[src/rtl/sop_pkg.sv]
package sop_pkg;
  localparam int SAMPLE_W = 24;
  localparam int STAT_W   = 8;
  localparam int WORD_W   = SAMPLE_W + STAT_W;
  localparam int NCH      = 4;
  localparam int CH_W     = 2;

  typedef enum logic [1:0] {
    XS_IDLE  = 2'd0,
    XS_SHIFT = 2'd1,
    XS_TOKO  = 2'd2,
    XS_PASS  = 2'd3
  } xfer_state_t;

  function automatic logic [STAT_W-1:0] make_status(input logic mflag,
                                                    input logic [CH_W-1:0] ch,
                                                    input logic tb,
                                                    input logic ovf);
    return {mflag, ch, tb, ovf, 3'b000};
  endfunction
endpackage

[src/rtl/sop_fifo.sv]
module sop_fifo #(
  parameter int W     = 32,
  parameter int DEPTH = 8
) (
  input  logic         clk,
  input  logic         rst_n,
  input  logic         push,
  input  logic         pop,
  input  logic [W-1:0] wdata,
  output logic [W-1:0] rdata,
  output logic         empty,
  output logic         full
);
  localparam int AW = (DEPTH > 1) ? $clog2(DEPTH) : 1;
  localparam int CW = AW + 1;

  logic [W-1:0]  mem [DEPTH];
  logic [AW-1:0] wp, rp, wp_nxt, rp_nxt;
  logic [CW-1:0] cnt, cnt_nxt;
  logic          do_push, do_pop;

  assign empty   = (cnt == '0);
  assign full    = (cnt == CW'(DEPTH));
  assign do_push = push & ~full;
  assign do_pop  = pop & ~empty;
  assign rdata   = mem[rp];

  always_comb begin
    wp_nxt  = wp;
    rp_nxt  = rp;
    cnt_nxt = cnt;
    if (do_push) wp_nxt = (wp == AW'(DEPTH-1)) ? '0 : wp + AW'(1);
    if (do_pop)  rp_nxt = (rp == AW'(DEPTH-1)) ? '0 : rp + AW'(1);
    cnt_nxt = cnt + CW'(do_push) - CW'(do_pop);
  end

  always_ff @(posedge clk or negedge rst_n) begin
    if (!rst_n) begin
      wp  <= '0;
      rp  <= '0;
      cnt <= '0;
    end else begin
      wp  <= wp_nxt;
      rp  <= rp_nxt;
      cnt <= cnt_nxt;
    end
  end

  always_ff @(posedge clk) begin
    if (do_push) mem[wp] <= wdata;
  end
endmodule

[src/rtl/sop_tbtimer.sv]
module sop_tbtimer #(
  parameter int DLY_W = 8
) (
  input  logic             clk,
  input  logic             rst_n,
  input  logic             tbrk_in,
  input  logic [DLY_W-1:0] delay,
  output logic             fire
);
  logic             tbrk_q, active, active_nxt, rise;
  logic [DLY_W-1:0] cnt, cnt_nxt;

  assign rise = tbrk_in & ~tbrk_q;
  assign fire = active & (cnt == '0);

  always_comb begin
    active_nxt = active;
    cnt_nxt    = cnt;
    if (rise) begin
      active_nxt = 1'b1;
      cnt_nxt    = delay;
    end else if (active) begin
      if (cnt == '0) active_nxt = 1'b0;
      else           cnt_nxt    = cnt - DLY_W'(1);
    end
  end

  always_ff @(posedge clk or negedge rst_n) begin
    if (!rst_n) begin
      tbrk_q <= 1'b0;
      active <= 1'b0;
      cnt    <= '0;
    end else begin
      tbrk_q <= tbrk_in;
      active <= active_nxt;
      cnt    <= cnt_nxt;
    end
  end
endmodule

[src/rtl/sop_stamp.sv]
module sop_stamp
  import sop_pkg::*;
(
  input  logic                clk,
  input  logic                rst_n,
  input  logic                smp_valid,
  input  logic [CH_W-1:0]     smp_chan,
  input  logic [SAMPLE_W-1:0] smp_data,
  input  logic [NCH-1:0]      mod_flag,
  input  logic                tb_fire,
  input  logic                fifo_full,
  output logic                push_ok,
  output logic [WORD_W-1:0]   push_word
);
  logic [NCH-1:0] mpend, mpend_nxt, tpend, tpend_nxt, hit;
  logic           ovf, ovf_nxt;

  assign push_ok = smp_valid & ~fifo_full;

  for (genvar c = 0; c < NCH; c++) begin : g_chan
    assign hit[c]       = push_ok && (smp_chan == CH_W'(c));
    assign mpend_nxt[c] = (mpend[c] & ~hit[c]) | mod_flag[c];
    assign tpend_nxt[c] = (tpend[c] & ~hit[c]) | tb_fire;
  end

  assign ovf_nxt   = (ovf & ~push_ok) | (smp_valid & fifo_full);
  assign push_word = {make_status(mpend[smp_chan], smp_chan, tpend[smp_chan], ovf),
                      smp_data};

  always_ff @(posedge clk or negedge rst_n) begin
    if (!rst_n) begin
      mpend <= '0;
      tpend <= '0;
      ovf   <= 1'b0;
    end else begin
      mpend <= mpend_nxt;
      tpend <= tpend_nxt;
      ovf   <= ovf_nxt;
    end
  end
endmodule

[src/rtl/sop_ser.sv]
module sop_ser
  import sop_pkg::*;
(
  input  logic              clk,
  input  logic              rst_n,
  input  logic              ser_clk,
  input  logic              tok_in,
  input  logic              fifo_empty,
  input  logic [WORD_W-1:0] rdata,
  output logic              pop,
  output logic              ser_dat,
  output logic              tok_out,
  output logic              sck_rise
);
  localparam int BW = $clog2(WORD_W);

  logic [2:0]        sck_s, tok_s;
  logic              sck_fall, tok_lvl, tok_rise;
  xfer_state_t       st, st_nxt;
  logic [WORD_W-1:0] sreg, sreg_nxt;
  logic [BW-1:0]     bcnt, bcnt_nxt;

  assign sck_rise = sck_s[1] & ~sck_s[2];
  assign sck_fall = ~sck_s[1] & sck_s[2];
  assign tok_lvl  = tok_s[1];
  assign tok_rise = tok_s[1] & ~tok_s[2];

  always_comb begin
    st_nxt   = st;
    sreg_nxt = sreg;
    bcnt_nxt = bcnt;
    pop      = 1'b0;
    unique case (st)
      XS_IDLE: begin
        if (tok_rise) begin
          if (!fifo_empty) begin
            st_nxt   = XS_SHIFT;
            sreg_nxt = rdata;
            bcnt_nxt = '0;
            pop      = 1'b1;
          end else begin
            st_nxt = XS_PASS;
          end
        end
      end
      XS_SHIFT: begin
        if (sck_fall) begin
          if (bcnt == BW'(WORD_W-1)) begin
            st_nxt = XS_TOKO;
          end else begin
            sreg_nxt = {sreg[WORD_W-2:0], 1'b0};
            bcnt_nxt = bcnt + BW'(1);
          end
        end
      end
      XS_TOKO: if (sck_fall) st_nxt = XS_IDLE;
      XS_PASS: if (!tok_lvl) st_nxt = XS_IDLE;
      default: st_nxt = XS_IDLE;
    endcase
  end

  assign ser_dat = (st == XS_SHIFT) & sreg[WORD_W-1];
  assign tok_out = (st == XS_TOKO) | ((st == XS_PASS) & tok_lvl);

  always_ff @(posedge clk or negedge rst_n) begin
    if (!rst_n) begin
      sck_s <= '0;
      tok_s <= '0;
      st    <= XS_IDLE;
      sreg  <= '0;
      bcnt  <= '0;
    end else begin
      sck_s <= {sck_s[1:0], ser_clk};
      tok_s <= {tok_s[1:0], tok_in};
      st    <= st_nxt;
      sreg  <= sreg_nxt;
      bcnt  <= bcnt_nxt;
    end
  end
endmodule

[src/rtl/sample_token_port.sv]
module sample_token_port
  import sop_pkg::*;
#(
  parameter int DEPTH = 8,
  parameter int DLY_W = 8
) (
  input  logic                clk,
  input  logic                rst_n,
  input  logic                smp_valid,
  input  logic [CH_W-1:0]     smp_chan,
  input  logic [SAMPLE_W-1:0] smp_data,
  input  logic [NCH-1:0]      mod_flag,
  input  logic                tbrk_in,
  input  logic [DLY_W-1:0]    tb_delay,
  input  logic                ser_clk,
  input  logic                tok_in,
  output logic                rdy_n,
  output logic                ser_dat,
  output logic                tok_out
);
  logic [1:0]        rst_sync;
  logic              rst_int_n;
  logic              tb_fire, push_ok, pop, fifo_empty, fifo_full, sck_rise;
  logic [WORD_W-1:0] push_word, rdata;

  // asynchronous assertion, synchronous release
  always_ff @(posedge clk or negedge rst_n) begin
    if (!rst_n) rst_sync <= 2'b00;
    else        rst_sync <= {rst_sync[0], 1'b1};
  end
  assign rst_int_n = rst_sync[1];

  sop_tbtimer #(.DLY_W(DLY_W)) u_tbtimer (
    .clk(clk), .rst_n(rst_int_n), .tbrk_in(tbrk_in), .delay(tb_delay), .fire(tb_fire)
  );

  sop_stamp u_stamp (
    .clk(clk), .rst_n(rst_int_n), .smp_valid(smp_valid), .smp_chan(smp_chan),
    .smp_data(smp_data), .mod_flag(mod_flag), .tb_fire(tb_fire),
    .fifo_full(fifo_full), .push_ok(push_ok), .push_word(push_word)
  );

  sop_fifo #(.W(WORD_W), .DEPTH(DEPTH)) u_fifo (
    .clk(clk), .rst_n(rst_int_n), .push(push_ok), .pop(pop), .wdata(push_word),
    .rdata(rdata), .empty(fifo_empty), .full(fifo_full)
  );

  sop_ser u_ser (
    .clk(clk), .rst_n(rst_int_n), .ser_clk(ser_clk), .tok_in(tok_in),
    .fifo_empty(fifo_empty), .rdata(rdata), .pop(pop), .ser_dat(ser_dat),
    .tok_out(tok_out), .sck_rise(sck_rise)
  );

  assign rdy_n = fifo_empty;
endmodule

[config.mk]
export PLATFORM = sky130hd
export DESIGN_NAME = sample_token_port
export DESIGN_NICKNAME = d
export VERILOG_FILES = /design/src/rtl/sop_pkg.sv /design/src/rtl/sop_fifo.sv /design/src/rtl/sop_tbtimer.sv /design/src/rtl/sop_stamp.sv /design/src/rtl/sop_ser.sv /design/src/rtl/sample_token_port.sv
export SDC_FILE = /design/constraint.sdc
export NUM_CORES = 1
export LEC_CHECK = 0
export CORE_MARGIN = 2
export CORE_UTILIZATION = 30
export CTS_BUF_LIST = sky130_fd_sc_hd__clkbuf_8
export CTS_CLUSTER_DIAMETER = 200
export DETAILED_ROUTE_END_ITERATION = 8
export HOLD_SLACK_MARGIN = 0.06
export PLACE_DENSITY = 0.52
export SETUP_SLACK_MARGIN = 0.05
export SLEW_MARGIN = 20
export SYNTH_ARGS = -nofsm -noshare
export SYNTH_HDL_FRONTEND = slang
export SYNTH_SLANG_ARGS = --single-unit
[constraint.sdc]
create_clock -name clk -period 2.55 [get_ports clk]
set_input_delay 0.51 -clock clk [delete_from_list [all_inputs] [get_ports clk]]
set_output_delay 0.51 -clock clk [all_outputs]
set_load 0.05 [all_outputs]
Yosys cells after proc, flatten, opt, wreduce, memory -nomap -nowiden

Memory sizes are Yosys's and may differ from the RTL's.
Index checks and enable logic that the tools add are counted.

Memory bits (writable): 232
ROM bits: 0
Flip-flop bits (word level): 76
Latch bits: 0
Memories: 1
Bits of input ports: 44
Output and inout port bits: 3

Reductions and logical operators: 13
Shift-type cells: 0
Div/mod/pow operators: 0
Magnitude comparators: 1
$mul: 0
$add $sub $neg: 6
Mux-type cells: 34
Equal/unequal tests: 18
Bitwise operators: 39

Memory list:

| memory     | words | width | rd ports | clocked after Yosys merged registers in | wr ports | RTL line       | source |
|---|---|---|---|---|---|---|---|
| u_fifo.mem | 8     | 29    | 1        | 0                                       | 1        | sop_fifo.sv:17 | `logic [W-1:0] mem [DEPTH];` |

Operators with widths:

| kind                                                               | number |
|---|---|
| 32-bit two-way mux                                                 | 4 |
| 32-bit case mux with 2 select lines                                | 1 |
| 8-bit two-way mux                                                  | 3 |
| 5-bit two-way mux                                                  | 4 |
| 1-bit AND                                                          | 19 |
| 2-bit two-way mux                                                  | 6 |
| 1-bit two-way mux                                                  | 10 |
| 2-bit by 1-bit != test with 1-bit output, second input constant    | 5 |
| 1-bit inverter                                                     | 10 |
| 1-bit bitwise OR                                                   | 10 |
| 5-bit case mux with 2 select lines                                 | 1 |
| 5-bit AND reduction                                                | 2 |
| 2-bit equality test, second input constant                         | 4 |
| 8-bit zero test                                                    | 1 |
| 2-bit case mux with 4 select lines                                 | 1 |
| 8-bit by 1-bit subtractor with 8-bit output, second input constant | 1 |
| 3-bit by 1-bit adder with 3-bit output, second input constant      | 2 |
| 3-bit equality test, second input constant                         | 2 |
| 3-bit two-way mux                                                  | 2 |
| 2-bit != test, second input constant                               | 3 |
| 5-bit by 1-bit adder with 5-bit output, second input constant      | 1 |
| 5-bit equality test, second input constant                         | 1 |
| 4-bit by 1-bit adder with 4-bit output                             | 1 |
| 1-bit binary-select mux with 2-bit select                          | 2 |
| 9 further kinds                                                    | 15 |

Logic depth before layout (Yosys ltp)

Word-level depth: 7
Gate-level depth with buffers: 12

Cells and area by module

A second synthesis with hierarchy kept.

Cell total of the unflattened synthesis: 744
Area, all modules: 13671.9 sq um

By module, submodules not included:

| module            | cells each | times used | sequential area each (sq um) | area each (sq um) |
|---|---|---|---|---|
| sop_fifo          | 430        | 1          | 7937.6                       | 10243.6 |
| sop_ser           | 193        | 1          | 1126.1                       | 2133.3 |
| sop_stamp         | 56         | 1          | 225.2                        | 625.6 |
| sop_tbtimer       | 62         | 1          | 250.2                        | 615.6 |
| sample_token_port | 3          | 1          | 50.0                         | 53.8 |

Least setup slack after synthesis

OpenSTA, ideal clock, no wires.

Path kind: flip-flop to flip-flop
From: register u_fifo.cnt[2]
To: memory u_fifo.mem[0][0] (netlist bit), enable pin
Arrival: 3.634 ns
Cell stages (with the launch flop): 7
Setup slack: -1.572 ns
Setup time: 0.488 ns
Data required time: 2.062 ns
Cells stage by stage: dfrtp_1 -> inv_1 -> ha_1 -> inv_1 -> o31ai_1 -> clkbuf_1 -> nor4_1

Longest elaborated chain between the ends: 6

RTL lines:

| what                                      | RTL line                        | source |
|---|---|---|
| start, declared                           | sop_fifo.sv:19                  | `logic [CW-1:0] cnt, cnt_nxt;` |
| start signal, assigned                    | sop_fifo.sv:45                  | `cnt <= cnt_nxt;` |
| 4-bit equality test *                     | sop_fifo.sv:23                  | `assign full = (cnt == CW'(DEPTH));` |
| 1-bit inverter *                          | sop_fifo.sv:24, sop_stamp.sv:18 |  |
| 1-bit AND                                 | sop_stamp.sv:18                 | `assign push_ok = smp_valid & ~fifo_full;` |
| 1-bit AND *                               | sop_fifo.sv:24                  | `assign do_push = push & ~full;` |
| 1-bit two-way mux *                       | sop_fifo.sv:50                  | `if (do_push) mem[wp] <= wdata;` |
| 1-bit two-way mux (not written as such) * | sop_fifo.sv:50                  |  |
| end, declared                             | sop_fifo.sv:17                  |  |

Every way passes the cells marked *; elsewhere a longest branch is shown, timed or not.

Final worst setup path

From: register u_fifo.cnt[3]
To: output port rdy_n

Longest elaborated chain between the ends: 1

RTL lines:

| what            | RTL line                | source |
|---|---|---|
| 4-bit zero test | sop_fifo.sv:22          | `assign empty = (cnt == '0);` |
| end, declared   | sample_token_port.sv:17 | `output logic rdy_n,` |

No other way between the ends.

==> flow_summary.yaml <==
run_status:
  status: "complete, no violations"
place:
  placed_area_um2: 13700
  gp_congestion: 0.714
  dpl.hpwl_um: 14300
  io_buffers: 46
power_and_ir_drop:
  pwr-share-clk: 0.286
  p_seq_frac: 0.450
  irDropWorstVdd_v: 0.000377
  comb_power_share: 0.264
  power.internal_uw: 10900
  p_sw_uw: 4570
  power_density_nw_per_um2: 1050
  p_leak_uw: 0.00528
  p_total_uw: 15500
  p_sw_frac: 0.295
die:
  die_w_um: 206
  initial_core_util: 0.305
  core_um2: 39900
  row_count: 73
  die_y_um: 206
  io_pins: 47
  die_area_um2: 42300
layout:
  drive_above_1_share: 0.229
  mostFrequentLayoutCell: "edfxtp_1"
  multi_input_area_um2: 3180
  final_core_util: 0.370
  fillers: 3700
  mostFrequentLayoutCells: "edfxtp_1, dfrtp_1, nand2_1"
  antenna_cells: 0
  fin_nets: 842
  finish.instance_area_um2: 14800
  syn_to_final_growth_pct: 21.1
  seq_area_um2: 8880
drt:
  ant_nets: 0
  drc: 0
  routed_via_density: 4.71
  dr.first_iter.drc_count: 323
  post_drt_wl_per_cell_um: 18.9
  first_pass_iters: 4
  vias: 6362
  wirelength_um: 25600
sta:
  skew_ns: 0.0186
  setup_viol: 0
  relSlewSlack: 0.520
  report.final.hold_viol_count: 0
  finalCritPeriodShare: 0.946
  drv_slew: 0
  fmax_ghz: 0.414
  grt_setup_unrepaired: "true"
  worst-slew-pin-transition_ns: 0.721
  layout_min_cycle_time_ns: 2.41
synthesis:
  syn_avg_cell_area_um2: 17.8
  synth_edf_count: 232
  ys_types: 47
  ys_seq_area_frac: 0.727
  ys.flop_type: "edfxtp_1"
  yosys_warnings: 0
  async_flop_share: 0.247
  syn_area_um2: 12200
  synthesis.instances: 684
  syn_nets: 742
  synth_seq_cells: 308
setup_path:
  crit_fanout: 3
  critPathCaptureType: "primary output"
  start_kind: "flip-flop"
  worstPathRequired_ns: 2.04
  path_class: "reg -> out"
  critPathArrivalTime_ns: 1.90
min_path:
  hold_path_class: "reg -> reg"
grt:
  grt-ovfl-total: 0
  grt_pass1_wl_um: 40200
  grt_use_total: 0.126
  grt_pass1_vias: 6816
  grt_max_degree: 52
  antenna_found_initial: 0
clock_tree:
  htree_levels: 2
  cts_buffer_depth: 3
  clkTransAtPathRegs_ns: 0.06
  cts_buffers: 52
  clock_latency_ns: 0.57
  cts-root-buf: "clkbuf_8"
  tritoncts: "built"
  cts_num_sinks: 308
run:
  drv_cap: 0
## critical path, stage by stage (launching register included)
cell	delay [ns]
dfrtp_1	0.37
inv_1	0.06
ha_1	0.12
or3b_2	0.45
buf_4	0.16
inv_2	0.06
buf_12	0.13
## sequential cells by signal, indices dropped and copies added, names as in the netlist, named ones only
name,cells
u_fifo.cnt,4
rst_sync,2
u_ser.bcnt,5
u_stamp.mpend,4
u_tbtimer.active,1
u_ser.sreg,32
u_fifo.rp,3
u_fifo.wp,3
u_ser.tok_s,3
u_ser.st,2
u_fifo.mem,232
u_stamp.tpend,4
u_tbtimer.cnt,8
u_tbtimer.tbrk_q,1
u_ser.sck_s,3
## per-layer routing
layer,vias to the layer above,track usage,part of all wire
met2,128,0.212,0.49
met1,3305,0.164,0.44
li1,2892,-,-
met5,-,0,0
met3,37,0.0249,0.040
met4,0,0.0416,0.022
## cell usage after synthesis, types with 3 or more instances
master | n | area share
mux2i_1 | 29 | 0.024
o221ai_1 | 14 | 0.010
nor2b_1 | 3 | 0.0015
or3_1 | 5 | 0.0026
buf_2 | 11 | 0.0045
nor2_1 | 22 | 0.0068
a21o_1 | 22 | 0.014
xnor2_1 | 5 | 0.0036
o21ai_0 | 17 | 0.0070
inv_1 | 18 | 0.0055
a211oi_1 | 14 | 0.0086
a21oi_1 | 4 | 0.0016
nand3_1 | 6 | 0.0025
ha_1 | 13 | 0.013
dfrtp_1 | 76 | 0.16
nand2_1 | 62 | 0.019
a22o_2 | 3 | 0.0025
nand2b_1 | 6 | 0.0031
edfxtp_1 | 232 | 0.57
mux4_2 | 60 | 0.11
nor3_1 | 9 | 0.0037
clkbuf_1 | 22 | 0.0068
## repair_timing
item                                    CTS  global route
cloned                                    0             0
endpoints found under the setup margin    1             2
setup buffers                             0             1
hold buffers                              1             0
endpoints found under the hold margin     1             0
gates resized for setup                   2             0
## path summary, 6_finish.rpt
check / from / end / slack, ns / cells after the start
max: u_fifo.cnt[3]$_DFF_PN0_ / rdy_n / 0.14 / 6
min: rst_sync[0]$_DFF_PN0_ / rst_sync[1]$_DFF_PN0_ / 0.35 / 0
max reg2reg: u_fifo.cnt[3]$_DFF_PN0_ / u_fifo.cnt[2]$_DFF_PN0_ / 0.20 / 11
min reg2reg: rst_sync[0]$_DFF_PN0_ / rst_sync[1]$_DFF_PN0_ / 0.35 / 0
max in group asynchronous: rst_sync[1]$_DFF_PN0_ / u_tbtimer.cnt[0]$_DFFE_PN0P_ / 1.56 / 1
min in group asynchronous: rst_sync[1]$_DFF_PN0_ / u_ser.tok_s[2]$_DFF_PN0_ / 0.38 / 0
## area by class of cell
type	count	area share
inverter	18	0.00457
tap	525	0.0445
multi-input combinational	324	0.216
clock buffer	60	0.0559
clock inverter	36	0.0168
sequential	308	0.601
timing repair buffer	80	0.0617
## kinds of logic (layout without fill, tap and decap cells)
| family | count (synthesis) | in the layout | synth area share |
|---|---|---|---|
| buffers and inverters | 52 | 194 | 0.0171 |
| multiplexers | 90 | 90 | 0.136 |
| AND/OR/NAND/NOR | 127 | 127 | 0.0484 |
| XOR/XNOR | 6 | 6 | 0.00431 |
| AO/OA/AOI/OAI | 86 | 86 | 0.0519 |
| adder cells (fa/ha/maj) | 14 | 14 | 0.0150 |
| flip-flops | 308 | 308 | 0.727 |
| other | 1 | 1 | 0.000308 |
## metrics by stage
stage,setup TNS [ns],hold slack (ns),setup slack [ns],cells
CTS,0,0.344,0.0618,1350
detailed placement,0,0.336,0.115,1253
finish,0,0.351,0.137,1351
floorplan,-81.38,0.214,-0.819,684
global route,0,0.362,0.0471,1351
global placement,0,0.340,0.169,1253
## power groups by stage
| stage | combinational [uW] | sequential (uW) | clock, uW |
|---|---|---|---|
| 2_1_floorplan | 2920 | 6840 | 0 |
| 3_3_place_gp | 4130 | 7060 | 0 |
| 3_5_place_dp | 4180 | 7080 | 0 |
| 4_1_cts | 4190 | 6990 | 4610 |
| 5_1_grt | 4550 | 7090 | 4830 |
| 6_report | 4090 | 6980 | 4430 |
(Power assumes the default switching activity.)
